--- config.mk ---
export PLATFORM = sky130hd
export DESIGN_NAME = core_irq_router
export DESIGN_NICKNAME = d
export VERILOG_FILES = /design/src/rtl/cir_pkg.sv /design/src/rtl/cir_regs.sv /design/src/rtl/cir_core_pend.sv /design/src/rtl/core_irq_router.sv
export SDC_FILE = /design/constraint.sdc
export NUM_CORES = 1
export LEC_CHECK = 0
export BUFFER_PORTS_ARGS = -buffer_cell sky130_fd_sc_hd__buf_2
export CORE_MARGIN = 2
export CORE_UTILIZATION = 35
export CTS_CLUSTER_SIZE = 16
export DETAILED_ROUTE_END_ITERATION = 10
export GPL_TIMING_DRIVEN = 0
export PLACE_DENSITY = 0.71
export SKIP_LAST_GASP = 1
export SLEW_MARGIN = 0
export SYNTH_ARGS = -nofsm -noshare
export SYNTH_HDL_FRONTEND = slang
export SYNTH_SLANG_ARGS = --single-unit
export TNS_END_PERCENT = 5
--- constraint.sdc ---
create_clock -name clk -period 1.45 [get_ports clk]
set_input_delay 0.145 -clock clk [delete_from_list [all_inputs] [get_ports clk]]
set_output_delay 0.145 -clock clk [all_outputs]
set_load 0.02 [all_outputs]
--- src/rtl/cir_pkg.sv ---
package cir_pkg;
  localparam int PEND_W = 16;
  localparam int IDX_W  = 4;
  localparam int TMR_N  = 4;
  localparam int MBX_BIT = 4;
  localparam int GPU_BIT = 8;
  localparam int PMU_BIT = 9;
  localparam logic [PEND_W-1:0] PEND_MAP = 16'h031F;

  localparam logic [7:0] OFS_PMU_SET = 8'h10;
  localparam logic [7:0] OFS_PMU_CLR = 8'h14;
  localparam logic [7:0] OFS_TMR     = 8'h40;
  localparam logic [7:0] OFS_MBX     = 8'h50;
  localparam logic [7:0] OFS_PEND    = 8'h60;

  typedef struct packed {
    logic             vld;
    logic [IDX_W-1:0] idx;
  } pick_t;

  // Scan downward so the last hit kept is the lowest set bit.
  function automatic pick_t lowest_pick(input logic [PEND_W-1:0] v);
    pick_t p;
    p = '0;
    for (int i = PEND_W - 1; i >= 0; i--) begin
      if (v[i]) begin
        p.vld = 1'b1;
        p.idx = IDX_W'(i);
      end
    end
    return p;
  endfunction
endpackage

--- src/rtl/cir_regs.sv ---
module cir_regs
  import cir_pkg::*;
#(
  parameter int NUM_CORES = 4,
  parameter int ADDR_W    = 8
) (
  input  logic                       clk,
  input  logic                       rst_n,
  input  logic                       reg_wr,
  input  logic [ADDR_W-1:0]          reg_addr,
  input  logic [31:0]                reg_wdata,
  output logic [NUM_CORES*TMR_N-1:0] tmr_en,
  output logic [NUM_CORES-1:0]       mbx_en,
  output logic [NUM_CORES-1:0]       pmu_route,
  output logic [31:0]                ctl_rdata
);
  logic hit_set, hit_clr;
  logic [NUM_CORES-1:0] hit_tmr, hit_mbx;
  logic [31:0] core_rd [NUM_CORES];

  assign hit_set = reg_addr == ADDR_W'(OFS_PMU_SET);
  assign hit_clr = reg_addr == ADDR_W'(OFS_PMU_CLR);

  for (genvar c = 0; c < NUM_CORES; c++) begin : g_core
    assign hit_tmr[c] = reg_addr == ADDR_W'(OFS_TMR + 4 * c);
    assign hit_mbx[c] = reg_addr == ADDR_W'(OFS_MBX + 4 * c);

    always_ff @(posedge clk) begin
      if (!rst_n) begin
        tmr_en[c*TMR_N +: TMR_N] <= '0;
        mbx_en[c]                <= 1'b0;
      end else if (reg_wr) begin
        if (hit_tmr[c]) tmr_en[c*TMR_N +: TMR_N] <= reg_wdata[TMR_N-1:0];
        if (hit_mbx[c]) mbx_en[c] <= reg_wdata[0];
      end
    end

    always_comb begin
      core_rd[c] = '0;
      if (hit_tmr[c]) core_rd[c][TMR_N-1:0] = tmr_en[c*TMR_N +: TMR_N];
      if (hit_mbx[c]) core_rd[c][0] = mbx_en[c];
    end
  end

  always_ff @(posedge clk) begin
    if (!rst_n) begin
      pmu_route <= '0;
    end else if (reg_wr && hit_set) begin
      pmu_route <= pmu_route | reg_wdata[NUM_CORES-1:0];
    end else if (reg_wr && hit_clr) begin
      pmu_route <= pmu_route & ~reg_wdata[NUM_CORES-1:0];
    end
  end

  always_comb begin
    ctl_rdata = '0;
    if (hit_set || hit_clr) ctl_rdata[NUM_CORES-1:0] = pmu_route;
    for (int c = 0; c < NUM_CORES; c++) ctl_rdata = ctl_rdata | core_rd[c];
  end
endmodule

--- src/rtl/cir_core_pend.sv ---
module cir_core_pend
  import cir_pkg::*;
(
  input  logic [TMR_N-1:0]  tmr_src,
  input  logic [TMR_N-1:0]  tmr_en,
  input  logic              mbx_src,
  input  logic              mbx_en,
  input  logic              gpu_src,
  input  logic              pmu_src,
  input  logic              pmu_en,
  output logic [PEND_W-1:0] pend,
  output logic              irq,
  output logic [IDX_W-1:0]  top_idx,
  output logic              top_vld
);
  pick_t pick;

  always_comb begin
    pend = '0;
    pend[TMR_N-1:0] = tmr_src & tmr_en;
    pend[MBX_BIT]   = mbx_src & mbx_en;
    pend[GPU_BIT]   = gpu_src;
    pend[PMU_BIT]   = pmu_src & pmu_en;
  end

  assign irq     = |pend;
  assign pick    = lowest_pick(pend);
  assign top_idx = pick.idx;
  assign top_vld = pick.vld;
endmodule

--- src/rtl/core_irq_router.sv ---
module core_irq_router
  import cir_pkg::*;
#(
  parameter int NUM_CORES = 4,
  parameter int ADDR_W    = 8
) (
  input  logic                       clk,
  input  logic                       rst_n,
  input  logic                       reg_wr,
  input  logic [ADDR_W-1:0]          reg_addr,
  input  logic [31:0]                reg_wdata,
  output logic [31:0]                reg_rdata,
  input  logic [NUM_CORES*TMR_N-1:0] timer_irq,
  input  logic [NUM_CORES-1:0]       mbox_irq,
  input  logic [NUM_CORES-1:0]       gpu_fast_irq,
  input  logic [NUM_CORES-1:0]       pmu_irq,
  output logic [NUM_CORES-1:0]       core_irq,
  output logic [NUM_CORES*IDX_W-1:0] core_top_idx,
  output logic [NUM_CORES-1:0]       core_top_vld
);
  logic [NUM_CORES*TMR_N-1:0]  tmr_en_w;
  logic [NUM_CORES-1:0]        mbx_en_w;
  logic [NUM_CORES-1:0]        pmu_route_w;
  logic [31:0]                 ctl_rdata;
  logic [NUM_CORES*PEND_W-1:0] pend_flat;

  cir_regs #(.NUM_CORES(NUM_CORES), .ADDR_W(ADDR_W)) u_regs (
    .clk(clk), .rst_n(rst_n), .reg_wr(reg_wr), .reg_addr(reg_addr),
    .reg_wdata(reg_wdata), .tmr_en(tmr_en_w), .mbx_en(mbx_en_w),
    .pmu_route(pmu_route_w), .ctl_rdata(ctl_rdata)
  );

  for (genvar c = 0; c < NUM_CORES; c++) begin : g_core
    cir_core_pend u_pend (
      .tmr_src(timer_irq[c*TMR_N +: TMR_N]),
      .tmr_en(tmr_en_w[c*TMR_N +: TMR_N]),
      .mbx_src(mbox_irq[c]), .mbx_en(mbx_en_w[c]),
      .gpu_src(gpu_fast_irq[c]),
      .pmu_src(pmu_irq[c]), .pmu_en(pmu_route_w[c]),
      .pend(pend_flat[c*PEND_W +: PEND_W]),
      .irq(core_irq[c]),
      .top_idx(core_top_idx[c*IDX_W +: IDX_W]),
      .top_vld(core_top_vld[c])
    );
  end

  always_comb begin
    reg_rdata = ctl_rdata;
    for (int c = 0; c < NUM_CORES; c++) begin
      if (reg_addr == ADDR_W'(OFS_PEND + 4 * c))
        reg_rdata = 32'(pend_flat[c*PEND_W +: PEND_W]);
    end
  end
endmodule

# Yosys cells after proc, flatten, opt, wreduce, memory -nomap -nowiden
# Cells that the tools add are included.
[word_totals]
regBits = 24
input_bits = 71
out_inout_bits = 56
wordCells = 101
[op_classes]
n_eq_ne = 14
muxes = 43
bitwise_logic = 19
reduce_logical = 16
[op_table]
columns = ["op", "count"]
rows = [
  ["$mux W5", 28],
  ["$mux W32", 4],
  ["$eq A8 B7 Y1 const B", 12],
  ["$or A32 B4 Y32", 3],
  ["$mux W4", 7],
  ["$reduce_or A7 Y1", 4],
  ["$and A4 B4 Y4", 5],
  ["$eq A8 B5 Y1 const B", 2],
  ["$reduce_and A2 Y1", 8],
  ["$and A1 B1 Y1", 8],
  ["$or A4 B4 Y4", 2],
  ["$mux W1", 4],
  ["$not A4 Y4", 1],
  ["$logic_and A1 B1 Y1", 2],
  ["$reduce_bool A2 Y1", 1],
  ["$logic_or A1 B1 Y1", 1],
]

# Logic depth before layout (Yosys ltp)
[depth]
ltp_word = 11
ltp_mapped = 7
depth_no_buf = 4

# By module
# Synthesis repeated with hierarchy kept, for this count alone.
[hier_totals]
cells_unflattened = 340
area_unflattened_um2 = 3040.4
[by_module_without_submodules]
columns = ["module", "n_inst", "cells_per_inst", "area_each_um2"]
rows = [
  ["cir_regs", 1, 159, 1476.4],
  ["cir_core_pend", 4, 31, 206.4],
  ["core_irq_router", 1, 57, 738.2],
]

# Least setup slack after synthesis
# Ideal clock, no wire load.
[synth_path]
path_type = "input to output"
start = "input port reg_addr[2]"
end = "output port reg_rdata[2]"
arrival_ns = 1.599
setup_slack_ns = -0.294
stages = 5
n_path_buf = 1
path_cell_list = "buf_6 nor4bb_1 a21o_1 a221oi_1 nor3_1"
[synth_between]
elab_chain_len = 11
elab_cells_between_ends = 24
[synth_rtl]
columns = ["item", "line_no", "source"]
rows = [
  ["from (decl)", "core_irq_router.sv:10", "input logic [ADDR_W-1:0] reg_addr,"],
  ["$eq A8 B5 Y1 (on tied branches)", "cir_regs.sv:21, cir_regs.sv:22", ""],
  ["$logic_or A1 B1 Y1", "cir_regs.sv:57", "if (hit_set || hit_clr) ctl_rdata[NUM_CORES-1:0] = pmu_route;"],
  ["$mux W4", "cir_regs.sv:57", ""],
  ["$or A4 B4 Y4", "cir_regs.sv:58", "for (int c = 0; c < NUM_CORES; c++) ctl_rdata = ctl_rdata | core_rd[c];"],
  ["$or A32 B4 Y32 (3 in a row)", "cir_regs.sv:58", ""],
  ["$mux W32 (3 in a row)", "core_irq_router.sv:50", "if (reg_addr == ADDR_W'(OFS_PEND + 4 * c))"],
  ["$mux W32 (*)", "core_irq_router.sv:50", ""],
  ["to (decl)", "core_irq_router.sv:12", "output logic [31:0] reg_rdata,"],
]
# Mark *: on every way between the ends. The rest lies on a longest branch, timed or not.

# Worst setup path in the final report
[layout_path]
start = "register u_regs.tmr_en[9]"
end = "output port reg_rdata[1]"
[layout_between]
elab_chain_len = 7
elab_cells_between_ends = 8
[layout_rtl]
columns = ["item", "line_no", "source"]
rows = [
  ["from (decl)", "cir_regs.sv:12", "output logic [NUM_CORES*TMR_N-1:0] tmr_en,"],
  ["from (signal, indexed assignment)", "cir_regs.sv:33", "if (hit_tmr[c]) tmr_en[c*TMR_N +: TMR_N] <= reg_wdata[TMR_N-1:0];"],
  ["$mux W4", "cir_regs.sv:40", "if (hit_tmr[c]) core_rd[c][TMR_N-1:0] = tmr_en[c*TMR_N +: TMR_N];"],
  ["$or A32 B4 Y32 (2 in a row)", "cir_regs.sv:58", ""],
  ["$mux W32 (2 in a row)", "core_irq_router.sv:50", ""],
  ["$mux W32 (*) (2 in a row)", "core_irq_router.sv:50", ""],
]
# Marked as above.

==> results.toml <==
[synthesis]
ys_ff_latch = 24
synth_cell_types = 48
syn_area_mm2 = 0.00222
yosysSeqAreaShare_pct = 21.6
ys_async_sr_fraction_pct = 0
yosys_most_used_dff = "dfxtp_1"
syn_area_per_cell_um2 = 7.94
synthCells = 280
yosysWarnings = 0
synth_edf_count = 0

[clock_tree]
clk_pin_slew_worst_paths_ns = 0.10
cts_hold_buf = 0
clock_sinks = 24
cts_setup_buffers = 0
numCtsBuffers = 3
clk_path_buf_depth = 2
root_buffer = "clkbuf_8"
htreeDepth = 1
clock_latency_ns = 0.29
cts_tree = "built"
cts_resized = 4

[routing]
drt-total-wl_mm = 7.19
vias = 2443
dr.pass1.iters = 5
route.detailed.drc = 0
wl_per_cell_um = 15.8
vias_per_cell = 5.36
drtIter0Drc = 232
ant_nets = 0

[floorplanning]
start_util_pct = 35.6
die_w_um = 83.7
io_pins = 127
fp.coreArea_mm2 = 0.00624
die_y_um = 83.7
die_area_mm2 = 0.00700
row_count = 29

[setup_path]
end_kind = "primary output"
worst_ep_arrival_time_ns = 1.78
worstPathMaxFanout = 5
critical_path_required_ns = 1.31
critPathLaunchType = "flip-flop"
worstSetupPathType = "reg -> out"

[timing]
max-slew-margin-rel_pct = 47.9
timing.clock.skew_ns = 0
setup_viol_count_final = 24
max_clock_freq_mhz = 520
fin_hold_ws_ns = 0.134
min_period_ns = 1.92
slew_violations = 0
rsz0062_at_grt = "yes"
fin_ws_ns = -0.472
worst_pin_slew_ns = 0.776
hold_viol = 0
fin_crit_sh_pct = 133

[global_route]
grt_pass1_vias = 2176
grt_pass1_wl_mm = 10.8
grt.total_usage_pct = 19.3
antenna_found_initial = 0
grt_start_max_net_pins = 15
gr-total-overflow = 0

[run_status]
status = "complete, but fails checks"
violations = "setup timing"

[placed_design]
hpwl_mm = 5.76
gp_congestion = 0.963
place_area_mm2 = 0.00279
io_buffers = 71

[power_and_ir_drop]
ir_drop_mv = 0.333
p_per_area_mw_per_mm2 = 591
leakagePower_uw = 0.00142

[finish]
layout_common_cells = "buf_2, buf_4, nand2_1"
nets = 451
final_common_cell = "buf_2"
design_area_mm2 = 0.00287
num_antenna_cells = 0
drive_gt1_share_pct = 34.8
areaGrowthSynthToFinish_pct = 29.0

[flow_run]
timing.max_cap.violations = 0

[hold_path]
hold_path_class = "in -> reg"
metrics by stage:
stage	total power, µW	TNS, ns	util [%]	worst slack [ns]	instances
2_1_floorplan	936	-0.136	-	-0.0410	304
3_3_place_gp	1080	-5.01	44.6	-0.373	452
3_5_place_dp	1080	-4.73	44.6	-0.332	452
4_1_cts	1690	-4.67	45.9	-0.458	456
5_1_grt	1740	-7.39	45.9	-0.515	456
6_report	1690	-4.88	45.9	-0.472	456
cell type report:
type                    count  area [µm²]
plain buffers              44         300
clock buffers               3        41.3
clock inverters             1        30.0
fillers                   670        3370
inverters                   2        7.51
multi-input cells         234        1550
flip-flops and latches     24         484
well taps                  77        96.3
repair buffers             71         355
report_power, final:
group | internal (µW) | switching [µW]
Clock | 370 | 251
Combinational | 167 | 246
Sequential | 659 | 0.937
synthesized netlist by cell type, types with 7 or more instances:
cell	number	area, µm²
dfxtp_1	24	480
a21oi_1	12	60.1
nand2_1	32	120
nand3_1	13	65.1
and2_1	7	43.8
buf_4	33	248
nor2b_1	22	138
o21ai_0	7	35.0
nor2_1	12	45.0
nand4_1	11	68.8
mux2i_1	21	210
critical path, stage by stage, from the launching register on:
cell and delay [ns]:
dfxtp_2 0.35, mux4_2 0.47, and3_1 0.21, a311oi_2 0.24, a31oi_2 0.07, buf_2 0.17
logic make-up after synthesis:
logic type | Yosys count | synth area share [%]
other | 1 | 0.169
DFF | 24 | 21.6
muxes | 27 | 14.0
and+or+nand+nor | 129 | 34.2
AOI/OAI and AO/OA | 53 | 16.1
buffers and inverters | 46 | 13.9
worst paths after layout:
| path | depth (start not counted) | from | end | slack, ns |
|---|---|---|---|---|
| hold reg to reg | 2 | u_regs.tmr_en[2] | u_regs.tmr_en[2] | 0.55 |
| setup reg to reg | 2 | flip-flop | flip-flop | 0.68 |
| setup / recovery | 5 | u_regs.tmr_en[9] | reg_rdata[1] | -0.47 |
| hold / removal | 2 | rst_n | u_regs.mbx_en[3] | 0.13 |
layer usage:
layer	routed length [µm]	global-route usage, %
met5	0	0
met4	175	5.57
met3	600	4.25
met2	3290	31.9
met1	3120	25.3
Power figures use the tool's default switching activity.
